==> src/rtl/rxf_pkg.sv <==
// Shared types for the message-framed receive FIFO.
// Assumes byte counts fit in CNT_W bits (store depth below 256).
package rxf_pkg;
    localparam int CNT_W = 8;

    typedef enum logic [1:0] {
        EOM_GOOD    = 2'b00,
        EOM_FCS     = 2'b01,
        EOM_ABORT   = 2'b10,
        EOM_PARTIAL = 2'b11
    } eom_code_e;

    typedef enum logic [1:0] {
        RX_IDLE = 2'b00,
        RX_RECV = 2'b01,
        RX_DROP = 2'b10
    } rx_state_e;
endpackage

==> src/rtl/rxf_byte_store.sv <==
// Byte storage with a write port and a show-ahead read side.
// Only data below commit_ptr is visible to the reader; pops with nothing
// visible are ignored. Assumes the writer never overruns rd_ptr.
module rxf_byte_store #(
    parameter int DEPTH = 64,
    parameter int W     = 8,
    localparam int AW   = $clog2(DEPTH),
    localparam int PW   = AW + 1
) (
    input  logic          clk,
    input  logic          rst_n,
    input  logic          we,
    input  logic [AW-1:0] waddr,
    input  logic [W-1:0]  wdata,
    input  logic [PW-1:0] commit_ptr,
    input  logic          pop,
    output logic [W-1:0]  rdata,
    output logic          avail,
    output logic [PW-1:0] rd_ptr
);
    logic [W-1:0] mem [DEPTH];

    // Write port into the storage array.
    always_ff @(posedge clk) begin
        if (we) begin
            mem[waddr] <= wdata;
        end
    end

    assign avail = (rd_ptr != commit_ptr);
    assign rdata = mem[rd_ptr[AW-1:0]];

    // Read pointer advances on a pop of visible data.
    always_ff @(posedge clk) begin
        if (!rst_n) begin
            rd_ptr <= '0;
        end else if (pop && avail) begin
            rd_ptr <= rd_ptr + 1'b1;
        end
    end
endmodule

==> src/rtl/rxf_stat_fifo.sv <==
// Small first-in first-out queue for end-of-message records.
// Pushes when full and pops when empty are ignored.
module rxf_stat_fifo #(
    parameter int DEPTH = 8,
    parameter int W     = 10,
    localparam int AW   = $clog2(DEPTH),
    localparam int PW   = AW + 1
) (
    input  logic         clk,
    input  logic         rst_n,
    input  logic         push,
    input  logic [W-1:0] din,
    input  logic         pop,
    output logic [W-1:0] head,
    output logic         not_empty,
    output logic         full
);
    logic [W-1:0]  mem [DEPTH];
    logic [PW-1:0] wp, rp;
    logic [PW-1:0] used;

    assign used      = wp - rp;
    assign full      = (used == PW'(DEPTH));
    assign not_empty = (wp != rp);
    assign head      = mem[rp[AW-1:0]];

    // Record storage write.
    always_ff @(posedge clk) begin
        if (push && !full) begin
            mem[wp[AW-1:0]] <= din;
        end
    end

    // Queue pointers.
    always_ff @(posedge clk) begin
        if (!rst_n) begin
            wp <= '0;
            rp <= '0;
        end else begin
            if (push && !full) wp <= wp + 1'b1;
            if (pop && not_empty) rp <= rp + 1'b1;
        end
    end
endmodule

==> src/rtl/rxf_wr_ctrl.sv <==
// Write-side message tracker. Holds a speculative pointer for the open
// message and a commit pointer for closed ones. Closing a message commits
// it and queues a record. An overflow (byte with no free location) or a close
// with the status queue full rolls the message back. Assumes sof, valid and
// eom are never asserted together.
module rxf_wr_ctrl
    import rxf_pkg::*;
#(
    parameter int DEPTH = 64,
    localparam int AW   = $clog2(DEPTH),
    localparam int PW   = AW + 1
) (
    input  logic             clk,
    input  logic             rst_n,
    input  logic             sof,
    input  logic             valid,
    input  logic             eom,
    input  logic [1:0]       eom_code,
    input  logic [PW-1:0]    rd_ptr,
    input  logic             stat_full,
    output logic             mem_we,
    output logic [AW-1:0]    mem_waddr,
    output logic [PW-1:0]    spec_ptr,
    output logic [PW-1:0]    commit_ptr,
    output logic             rec_push,
    output logic [1:0]       rec_code,
    output logic [CNT_W-1:0] rec_cnt,
    output logic             ovf_evt,
    output rx_state_e        state
);
    rx_state_e        state_nx;
    logic [PW-1:0]    spec_nx, commit_nx;
    logic [CNT_W-1:0] cnt_q, cnt_nx;
    logic [PW-1:0]    occ;
    logic             has_space;

    assign occ       = spec_ptr - rd_ptr;
    assign has_space = (occ < PW'(DEPTH));
    assign mem_waddr = spec_ptr[AW-1:0];

    // Next-state decode for each write-side event.
    always_comb begin
        state_nx  = state;
        spec_nx   = spec_ptr;
        commit_nx = commit_ptr;
        cnt_nx    = cnt_q;
        mem_we    = 1'b0;
        rec_push  = 1'b0;
        rec_code  = EOM_GOOD;
        rec_cnt   = '0;
        ovf_evt   = 1'b0;
        if (sof) begin
            state_nx = RX_RECV;
            spec_nx  = commit_ptr;
            cnt_nx   = '0;
        end else if (state == RX_RECV) begin
            if (valid) begin
                if (has_space) begin
                    mem_we  = 1'b1;
                    spec_nx = spec_ptr + 1'b1;
                    cnt_nx  = cnt_q + 1'b1;
                end else begin
                    spec_nx  = commit_ptr;
                    rec_push = !stat_full;
                    rec_code = EOM_PARTIAL;
                    ovf_evt  = 1'b1;
                    state_nx = RX_DROP;
                end
            end else if (eom) begin
                state_nx = RX_IDLE;
                if (!stat_full) begin
                    rec_push  = 1'b1;
                    rec_code  = eom_code;
                    rec_cnt   = cnt_q;
                    commit_nx = spec_ptr;
                end else begin
                    spec_nx = commit_ptr;
                    ovf_evt = 1'b1;
                end
            end
        end
    end

    // State and pointer registers.
    always_ff @(posedge clk) begin
        if (!rst_n) begin
            state      <= RX_IDLE;
            spec_ptr   <= '0;
            commit_ptr <= '0;
            cnt_q      <= '0;
        end else begin
            state      <= state_nx;
            spec_ptr   <= spec_nx;
            commit_ptr <= commit_nx;
            cnt_q      <= cnt_nx;
        end
    end
endmodule

==> src/rtl/rxf_msg_fifo.sv <==
// Top of the message-framed receive FIFO: write tracker, byte store,
// status queue and the sticky full-error flag.
module rxf_msg_fifo
    import rxf_pkg::*;
#(
    parameter int DEPTH      = 64,
    parameter int STAT_DEPTH = 8,
    localparam int AW        = $clog2(DEPTH),
    localparam int PW        = AW + 1,
    localparam int REC_W     = 2 + CNT_W
) (
    input  logic             clk,
    input  logic             rst_n,
    input  logic             wr_sof,
    input  logic             wr_valid,
    input  logic [7:0]       wr_data,
    input  logic             wr_eom,
    input  logic [1:0]       wr_eom_code,
    input  logic             rd_byte_pop,
    output logic [7:0]       rd_byte,
    output logic             rd_byte_avail,
    input  logic             rd_stat_pop,
    output logic             rd_stat_avail,
    output logic [1:0]       rd_stat_code,
    output logic [CNT_W-1:0] rd_stat_count,
    output logic             full_err
);
    logic             mem_we;
    logic [AW-1:0]    mem_waddr;
    logic [PW-1:0]    spec_ptr, commit_ptr, rd_ptr;
    logic             rec_push, stat_full, ovf_evt;
    logic [1:0]       rec_code;
    logic [CNT_W-1:0] rec_cnt;
    logic [REC_W-1:0] stat_head;
    rx_state_e        rx_state;

    rxf_wr_ctrl #(.DEPTH(DEPTH)) u_wr (
        .clk(clk), .rst_n(rst_n),
        .sof(wr_sof), .valid(wr_valid), .eom(wr_eom), .eom_code(wr_eom_code),
        .rd_ptr(rd_ptr), .stat_full(stat_full),
        .mem_we(mem_we), .mem_waddr(mem_waddr),
        .spec_ptr(spec_ptr), .commit_ptr(commit_ptr),
        .rec_push(rec_push), .rec_code(rec_code), .rec_cnt(rec_cnt),
        .ovf_evt(ovf_evt), .state(rx_state)
    );

    rxf_byte_store #(.DEPTH(DEPTH), .W(8)) u_bytes (
        .clk(clk), .rst_n(rst_n),
        .we(mem_we), .waddr(mem_waddr), .wdata(wr_data),
        .commit_ptr(commit_ptr), .pop(rd_byte_pop),
        .rdata(rd_byte), .avail(rd_byte_avail), .rd_ptr(rd_ptr)
    );

    rxf_stat_fifo #(.DEPTH(STAT_DEPTH), .W(REC_W)) u_stat (
        .clk(clk), .rst_n(rst_n),
        .push(rec_push), .din({rec_code, rec_cnt}), .pop(rd_stat_pop),
        .head(stat_head), .not_empty(rd_stat_avail), .full(stat_full)
    );

    assign rd_stat_code  = stat_head[REC_W-1 -: 2];
    assign rd_stat_count = stat_head[CNT_W-1:0];

    // Sticky error: a new overflow wins over the clearing status pop.
    always_ff @(posedge clk) begin
        if (!rst_n) begin
            full_err <= 1'b0;
        end else if (ovf_evt) begin
            full_err <= 1'b1;
        end else if (rd_stat_pop) begin
            full_err <= 1'b0;
        end
    end
endmodule

==> config.mk <==
export PLATFORM = sky130hd
export DESIGN_NAME = rxf_msg_fifo
export DESIGN_NICKNAME = d
export VERILOG_FILES = /design/src/rtl/rxf_pkg.sv /design/src/rtl/rxf_byte_store.sv /design/src/rtl/rxf_stat_fifo.sv /design/src/rtl/rxf_wr_ctrl.sv /design/src/rtl/rxf_msg_fifo.sv
export SDC_FILE = /design/constraint.sdc
export NUM_CORES = 1
export LEC_CHECK = 0
export ABC_AREA = 0
export BUFFER_PORTS_ARGS = -buffer_cell sky130_fd_sc_hd__clkbuf_2
export CORE_MARGIN = 1.5
export CORE_UTILIZATION = 62
export CTS_CLUSTER_SIZE = 8
export DETAILED_ROUTE_END_ITERATION = 6
export PLACE_DENSITY = 0.79
export SLEW_MARGIN = 20
export SYNTH_ARGS = -nofsm -noshare
export SYNTH_HDL_FRONTEND = slang
export SYNTH_SLANG_ARGS = --single-unit
==> constraint.sdc <==
create_clock -name clk -period 3.7 [get_ports clk]
set_input_delay 0.185 -clock clk [delete_from_list [all_inputs] [get_ports clk]]
set_output_delay 0.185 -clock clk [all_outputs]
set_load 0.02 [all_outputs]
Word level (Yosys, flattened, before mapping)
Memory sizes are Yosys's and may differ from the RTL's. A register that Yosys moved wholly into a read port is not among the register bits.
Index checks and enable logic that the tools add are counted.
{"block": "totals", "ff_bits": 40, "input_bits": 17, "out_inout_bits": 21, "latch_bits": 0, "mem_count": 2, "ram_bits": 592, "rom_bits": 0, "wordCells": 90}
{"block": "classes", "bitwise": 3, "n_lt_le_gt_ge": 1, "n_reduce_logical": 14, "mul": 0, "n_mux": 48, "eq_ne": 6, "div_mod_pow": 0, "n_addsub": 7, "shift": 0}
{"memory": "u_bytes.mem", "depth": 64, "word_bits": 8, "rd": 1, "rd_ports_with_merged_regs": 1, "write_ports": 1, "line": "rxf_byte_store.sv:21", "source": "logic [W-1:0] mem [DEPTH];"}
{"memory": "u_stat.mem", "depth": 8, "word_bits": 10, "rd": 1, "rd_ports_with_merged_regs": 1, "write_ports": 1, "line": "rxf_stat_fifo.sv:18", "source": "logic [W-1:0] mem [DEPTH];"}
{"op": "$mux W7", "count": 6}
{"op": "$mux W8", "count": 5}
{"op": "$mux W1", "count": 24}
{"op": "$mux W2", "count": 9}
{"op": "$add A7 B1 Y7 const B", "count": 2}
{"op": "$mux W6", "count": 2}
{"op": "$reduce_and A3 Y1", "count": 3}
{"op": "$add A4 B1 Y4 const B", "count": 2}
{"op": "$add A8 B1 Y8 const B", "count": 1}
{"op": "$lt A7 B7 Y1 const B", "count": 1}
{"op": "$ne A7 B7 Y1", "count": 1}
{"op": "$sub A7 B7 Y7", "count": 1}
{"op": "$mux W3", "count": 2}
{"op": "$reduce_bool A2 Y1", "count": 3}
{"op": "$eq A4 B4 Y1 const B", "count": 1}
{"op": "$ne A4 B4 Y1", "count": 1}
{"op": "$reduce_and A4 Y1", "count": 1}
{"op": "$sub A4 B4 Y4", "count": 1}
{"op": "$logic_and A1 B1 Y1", "count": 3}
{"op": "$ne A3 B3 Y1 const B", "count": 1}
{"op": "$not A1 Y1", "count": 3}
{"op": "$reduce_bool A3 Y1", "count": 1}
{"op": "$eq A2 B1 Y1 const B", "count": 1}
{"op": "$ne A2 B2 Y1 const B", "count": 1}
{"op": "3 further kinds", "count": 3}

Logic depth before layout (Yosys ltp)
{"block": "depth", "word_depth": 10, "mapped_depth": 9, "mapped_depth_nobuf": 8}

By module
A second synthesis with hierarchy kept.
{"block": "hier_totals", "cells_unflattened": 1376, "area_unflattened_um2": 25856.0}
{"module": "rxf_byte_store", "cells_per_inst": 977, "seq_area_each_um2": 15635.0, "instances": 1, "area_each_um2": 20524.7}
{"module": "rxf_stat_fifo", "cells_per_inst": 192, "seq_area_each_um2": 2622.5, "instances": 1, "area_each_um2": 3667.3}
{"module": "rxf_wr_ctrl", "cells_per_inst": 204, "seq_area_each_um2": 480.5, "instances": 1, "area_each_um2": 1622.8}
{"module": "rxf_msg_fifo", "cells_per_inst": 3, "seq_area_each_um2": 20.0, "instances": 1, "area_each_um2": 41.3}

Worst setup path before layout
OpenSTA, ideal clock, no wires.
{"block": "synth_timing", "path_type": "register to register", "startpoint": "register u_bytes.rd_ptr[5]", "endpoint": "memory u_stat.mem[3][0] (enable)", "setup_slack_ps": 333, "path_stages_with_launch": 10, "arrival_time_ps": 2963, "setup_time_ps": 404, "required_time_ps": 3296, "path_buffers": 1, "synth_period_minus_slack_ps": 3367, "cell_sequence": "dfxtp_1 -> inv_1 -> ha_1 -> a21oi_1 -> o22ai_1 -> a31o_2 -> or3_4 -> and3_1 -> buf_6 -> nor4_1"}
{"block": "synth_between", "elab_chain_len": 9}
{"element": "from (decl)", "line": "rxf_byte_store.sv:19", "source": "output logic [PW-1:0] rd_ptr"}
{"element": "from (signal assigned)", "line": "rxf_byte_store.sv:38", "source": "rd_ptr <= rd_ptr + 1'b1;"}
{"element": "$sub A7 B7 Y7", "line": "rxf_wr_ctrl.sv:37", "source": "assign occ = spec_ptr - rd_ptr;"}
{"element": "$lt A7 B7 Y1", "line": "rxf_wr_ctrl.sv:38", "source": "assign has_space = (occ < PW'(DEPTH));"}
{"element": "$mux W1", "line": "rxf_wr_ctrl.sv:58", "source": "if (has_space) begin"}
{"element": "$mux W1", "line": "rxf_wr_ctrl.sv:57", "source": "if (valid) begin"}
{"element": "$mux W1", "line": "rxf_wr_ctrl.sv:56", "source": "end else if (state == RX_RECV) begin"}
{"element": "$mux W1", "line": "rxf_wr_ctrl.sv:52", "source": "if (sof) begin"}
{"element": "$logic_and A1 B1 Y1", "line": "rxf_stat_fifo.sv:29", "source": "if (push && !full) begin"}
{"element": "$mux W1", "line": "rxf_stat_fifo.sv:29"}
{"element": "$mux W1 (implied by the code)", "line": "rxf_stat_fifo.sv:30", "source": "mem[wp[AW-1:0]] <= din;"}
{"element": "to (decl)", "line": "rxf_stat_fifo.sv:18"}
No other way between the ends.

==> impl_metrics.csv <==
group,metric,value,unit
worst_setup_path,start_kind,"register",
routing,wire_per_inst,27.5,um
floorplanning,die_h,206,um
job,cap_violations,0,
synth,synth-compound-area-share,0.0286,
timing,tightestPinTransition,979,ps
synth,yosysWarnings,0,
final_layout,fillers,2270,
timing,rsz0062_at_grt,"no",
final_layout,fin_nets,1504,
synth,yosysTopAreaCell,"edfxtp_1",
power_and_ir_drop,p_sw_frac,0.195,
worst_setup_path,cp.required,3510,ps
clock_network,h-tree-depth,3,
routing,vias_per_cell,6.52,
floorplanning,die_x,206,um
worst_setup_path,worst_path_most_repeated_cell,"mux4_2",
clock_network,clkTransAtPathRegs,50,ps
clock_network,cts_resized,0,
final_layout,n_antenna_cell,0,
synth,ys_ff_latch,641,
synth,async_flop_share,0,
clock_network,clock_path_buffers,3,
routing,vias,13351,
synth,synth-xor-area-share,0.00807,
clock_network,cts_inserted_buffers,90,
final_layout,area_delta_synth_final,15.6,%
final_layout,drive_gt1_frac,0.284,
final_layout,seqCellArea,18800,sq um
synth,synth_cell_type_count,62,
grt,overflow,0,
power_and_ir_drop,p_leak,9.37,nW
worst_setup_path,crit_fanout,13,
floorplanning,num_rows,74,
routing,initialDrtViolationCount,1379,
synth,synth.mux.area_fraction,0.163,
clock_network,cts_tree,"built",
timing,max_freq,0.282,GHz
synth,synth.area.top_cells,"edfxtp_1 (70%), mux4_2 (14%), dfxtp_1 (3.8%)",
synth,synthFlopType,"edfxtp_1",
power_and_ir_drop,p_sw,3.01,mW
timing,timing.hold.ws,57.8,ps
synth,synth-edff-count,592,
timing,fin_skew,23.2,ps
power_and_ir_drop,vdd_drop_max,0.387,mV
synth,synth_top_area_frac,0.695,
timing,setup_viol,0,
worst_setup_path,crit_chain,"buf_4 > mux4_2 > mux4_2 > a211oi_1 > a31oi_1 > clkbuf_2",
routing,drc,0,
worst_setup_path,slowest_delay,550,ps
run_status,status,"completed",
timing,period_minus_slack,3540,ps
synth,synth_nets,1336,
final_layout,multi_input_area,6450,sq um
routing,ant_nets,0,
place,gp_congestion,0.791,
worst_setup_path,worstPathArrival,3360,ps
place,io_buffers,37,
floorplanning,initial_core_util,0.628,
power_and_ir_drop,intPower,12.5,mW
power_and_ir_drop,p_clk_frac,0.473,
clock_network,clkSinkCount,641,
worst_setup_path,critPathCaptureType,"primary output",
timing,slew_violations,0,
floorplanning,io_pins,38,
synth,synth_top_family_by_area,"multiplexers",
floorplanning,die-area,42500,sq um
power_and_ir_drop,powerDensity,524,nW/um^2
grt,grt_pass1_vias,13904,
clock_network,clk_latency,610,ps
hold_path,min-delay-path-class,"in2reg",
worst_setup_path,crit_type,"reg2out",
timing,fin_crit_sh,0.957,
grt,antenna_found_initial,0,
floorplanning,core_area,40700,sq um
synth,ys_seq_area_frac,0.734,
routing,wirelength,56300,um
power_and_ir_drop,p_seq_frac,0.511,
timing,tns,0,ps
place,hpwl,32800,um
power_and_ir_drop,p_comb_frac,0.016,
clock_network,cts-root-buf,"clkbuf_16",
worst_setup_path,cpMaxStageDelayCell,"dfxtp_4",
grt,grt_max_degree,65,
timing,slew_headroom,0.346,
synth,yosys.area_share.simple,0.0452,
synth,netlist_instances,1306,
synth,syn_area,25600,sq um
grt,grt_first_pass_wirelength,85300,um
synth,synthAdderAreaFrac,0.00636,
timing,hold_violations,0,
synth,avgSynthCellArea,19.6,sq um
routing,drt_first_pass_iters,5,
grt,grtUsageTotal,0.278,
-- cells in the final DEF (no fill, tap or decap), drive strengths merged, types with 8 or more instances in the layout --
cell type / synthesis / routed
edfxtp: 592 / 592
clkbuf: 35 / 163
mux4: 161 / 161
buf: 35 / 106
nor2: 97 / 97
dfxtp: 49 / 49
mux2i: 42 / 42
nand2: 35 / 35
inv: 16 / 18
xnor2: 16 / 16
a21oi: 16 / 16
nand2b: 14 / 14
nand3: 13 / 13
o21ai: 13 / 13
ha: 13 / 13
a211oi: 12 / 12
and2: 11 / 11
nor2b: 11 / 11
mux2: 10 / 10
nor4: 9 / 9
a31oi: 8 / 8
-- final timing paths --
| kind | depth (start not counted) | from | endpoint | slack [ps] |
|---|---|---|---|---|
| setup / recovery | 6 | register | rd_byte[3] | 160 |
| hold / removal | 4 | rd_byte_pop | register | 60 |
| setup reg to reg | 7 | u_wr.spec_ptr[5]$_SDFFE_PN0P_ | u_stat.mem[0][3]$_DFFE_PP_ | 550 |
| hold reg to reg | 2 | u_wr.state[1]$_SDFFE_PP0P_ | u_wr.state[1]$_SDFFE_PP0P_ | 500 |
-- cells by family (layout without fill, tap and decap cells) --
logic type / count (synthesis) / count (layout)
compound gates: 98 / 98
xor+xnor: 21 / 21
fa+ha+maj: 13 / 13
buf+inv: 86 / 296
flops: 641 / 641
mux: 213 / 213
simple gates: 234 / 234
-- critical path: cells and delay by family, from the launching register on --
family | cells | cell delay [ps]
compound gates | 2 | 620
flops | 1 | 550
buf+inv | 2 | 550
mux | 2 | 1030
-- metrics by stage --
step / util / area [sq um] / std cells / setup WS [ps] / power (mW)
2_1_floorplan: - / 25600 / 1306 / 333 / 8.16
3_3_place_gp: 0.662 / 27000 / 1907 / 723 / 8.28
3_5_place_dp: 0.662 / 27000 / 1907 / 600 / 8.29
4_1_cts: 0.725 / 29500 / 2047 / 107 / 15.6
5_1_grt: 0.726 / 29600 / 2048 / 8.31 / 15.9
6_report: 0.726 / 29600 / 2048 / 160 / 15.5
-- sequential cells by signal, indices dropped and copies added, names as in the netlist, named ones only --
name	count
full_err	1
u_bytes.mem	512
u_bytes.rd_ptr	7
u_stat.mem	80
u_stat.rp	4
u_stat.wp	4
u_wr.cnt_q	8
u_wr.commit_ptr	7
u_wr.spec_ptr	7
u_wr.state	2
-- per-layer routing --
| layer | GRT usage | vias up | share of wire |
|---|---|---|---|
| met5 | 0 | - | 0 |
| met4 | 0.116 | 0 | 0.036 |
| met3 | 0.0506 | 133 | 0.076 |
| met2 | 0.472 | 693 | 0.52 |
| met1 | 0.357 | 6862 | 0.37 |
| li1 | - | 5663 | - |
-- cell usage after synthesis, drive strengths merged (4+ instances only) --
library cell and number:
a211oi 12, a21oi 16, a221o 7, a221oi 7
a22oi 6, a31o 4, a31oi 8, and2 11
and3 7, buf 35, clkbuf 35, dfxtp 49
edfxtp 592, ha 13, inv 16, mux2 10
mux2i 42, mux4 161, nand2 35, nand2b 14
nand3 13, nand4 7, nand4b 4, nor2 97
nor2b 11, nor3 4, nor4 9, o211ai 7
o21ai 13, or3 7, xnor2 16, xor2 4
-- power by group through the flow --
stage / combinational (mW) / sequential (mW) / clock, mW
floorplan: 0.102 / 8.06 / 0
global route: 0.262 / 7.91 / 7.71
finish: 0.243 / 7.92 / 7.33
global placement: 0.224 / 8.06 / 0
CTS: 0.242 / 7.92 / 7.41
detailed placement: 0.235 / 8.06 / 0
-- cell type report --
cell class / count / area share
inverter: 16 / 0.00203
sequential: 641 / 0.635
clock buffer: 128 / 0.0824
multi-input combinational: 579 / 0.218
tap: 532 / 0.0225
timing repair buffer: 146 / 0.0373
clock inverter: 6 / 0.00254
-- what timing repair did --
item                                   4_1_cts  5_1_grt
setup buffers                                1        1
setup endpoints to repair                    1        1
endpoints found under the hold margin        6        0
hold buffers                                 5        0
Power figures use the tool's default switching activity.
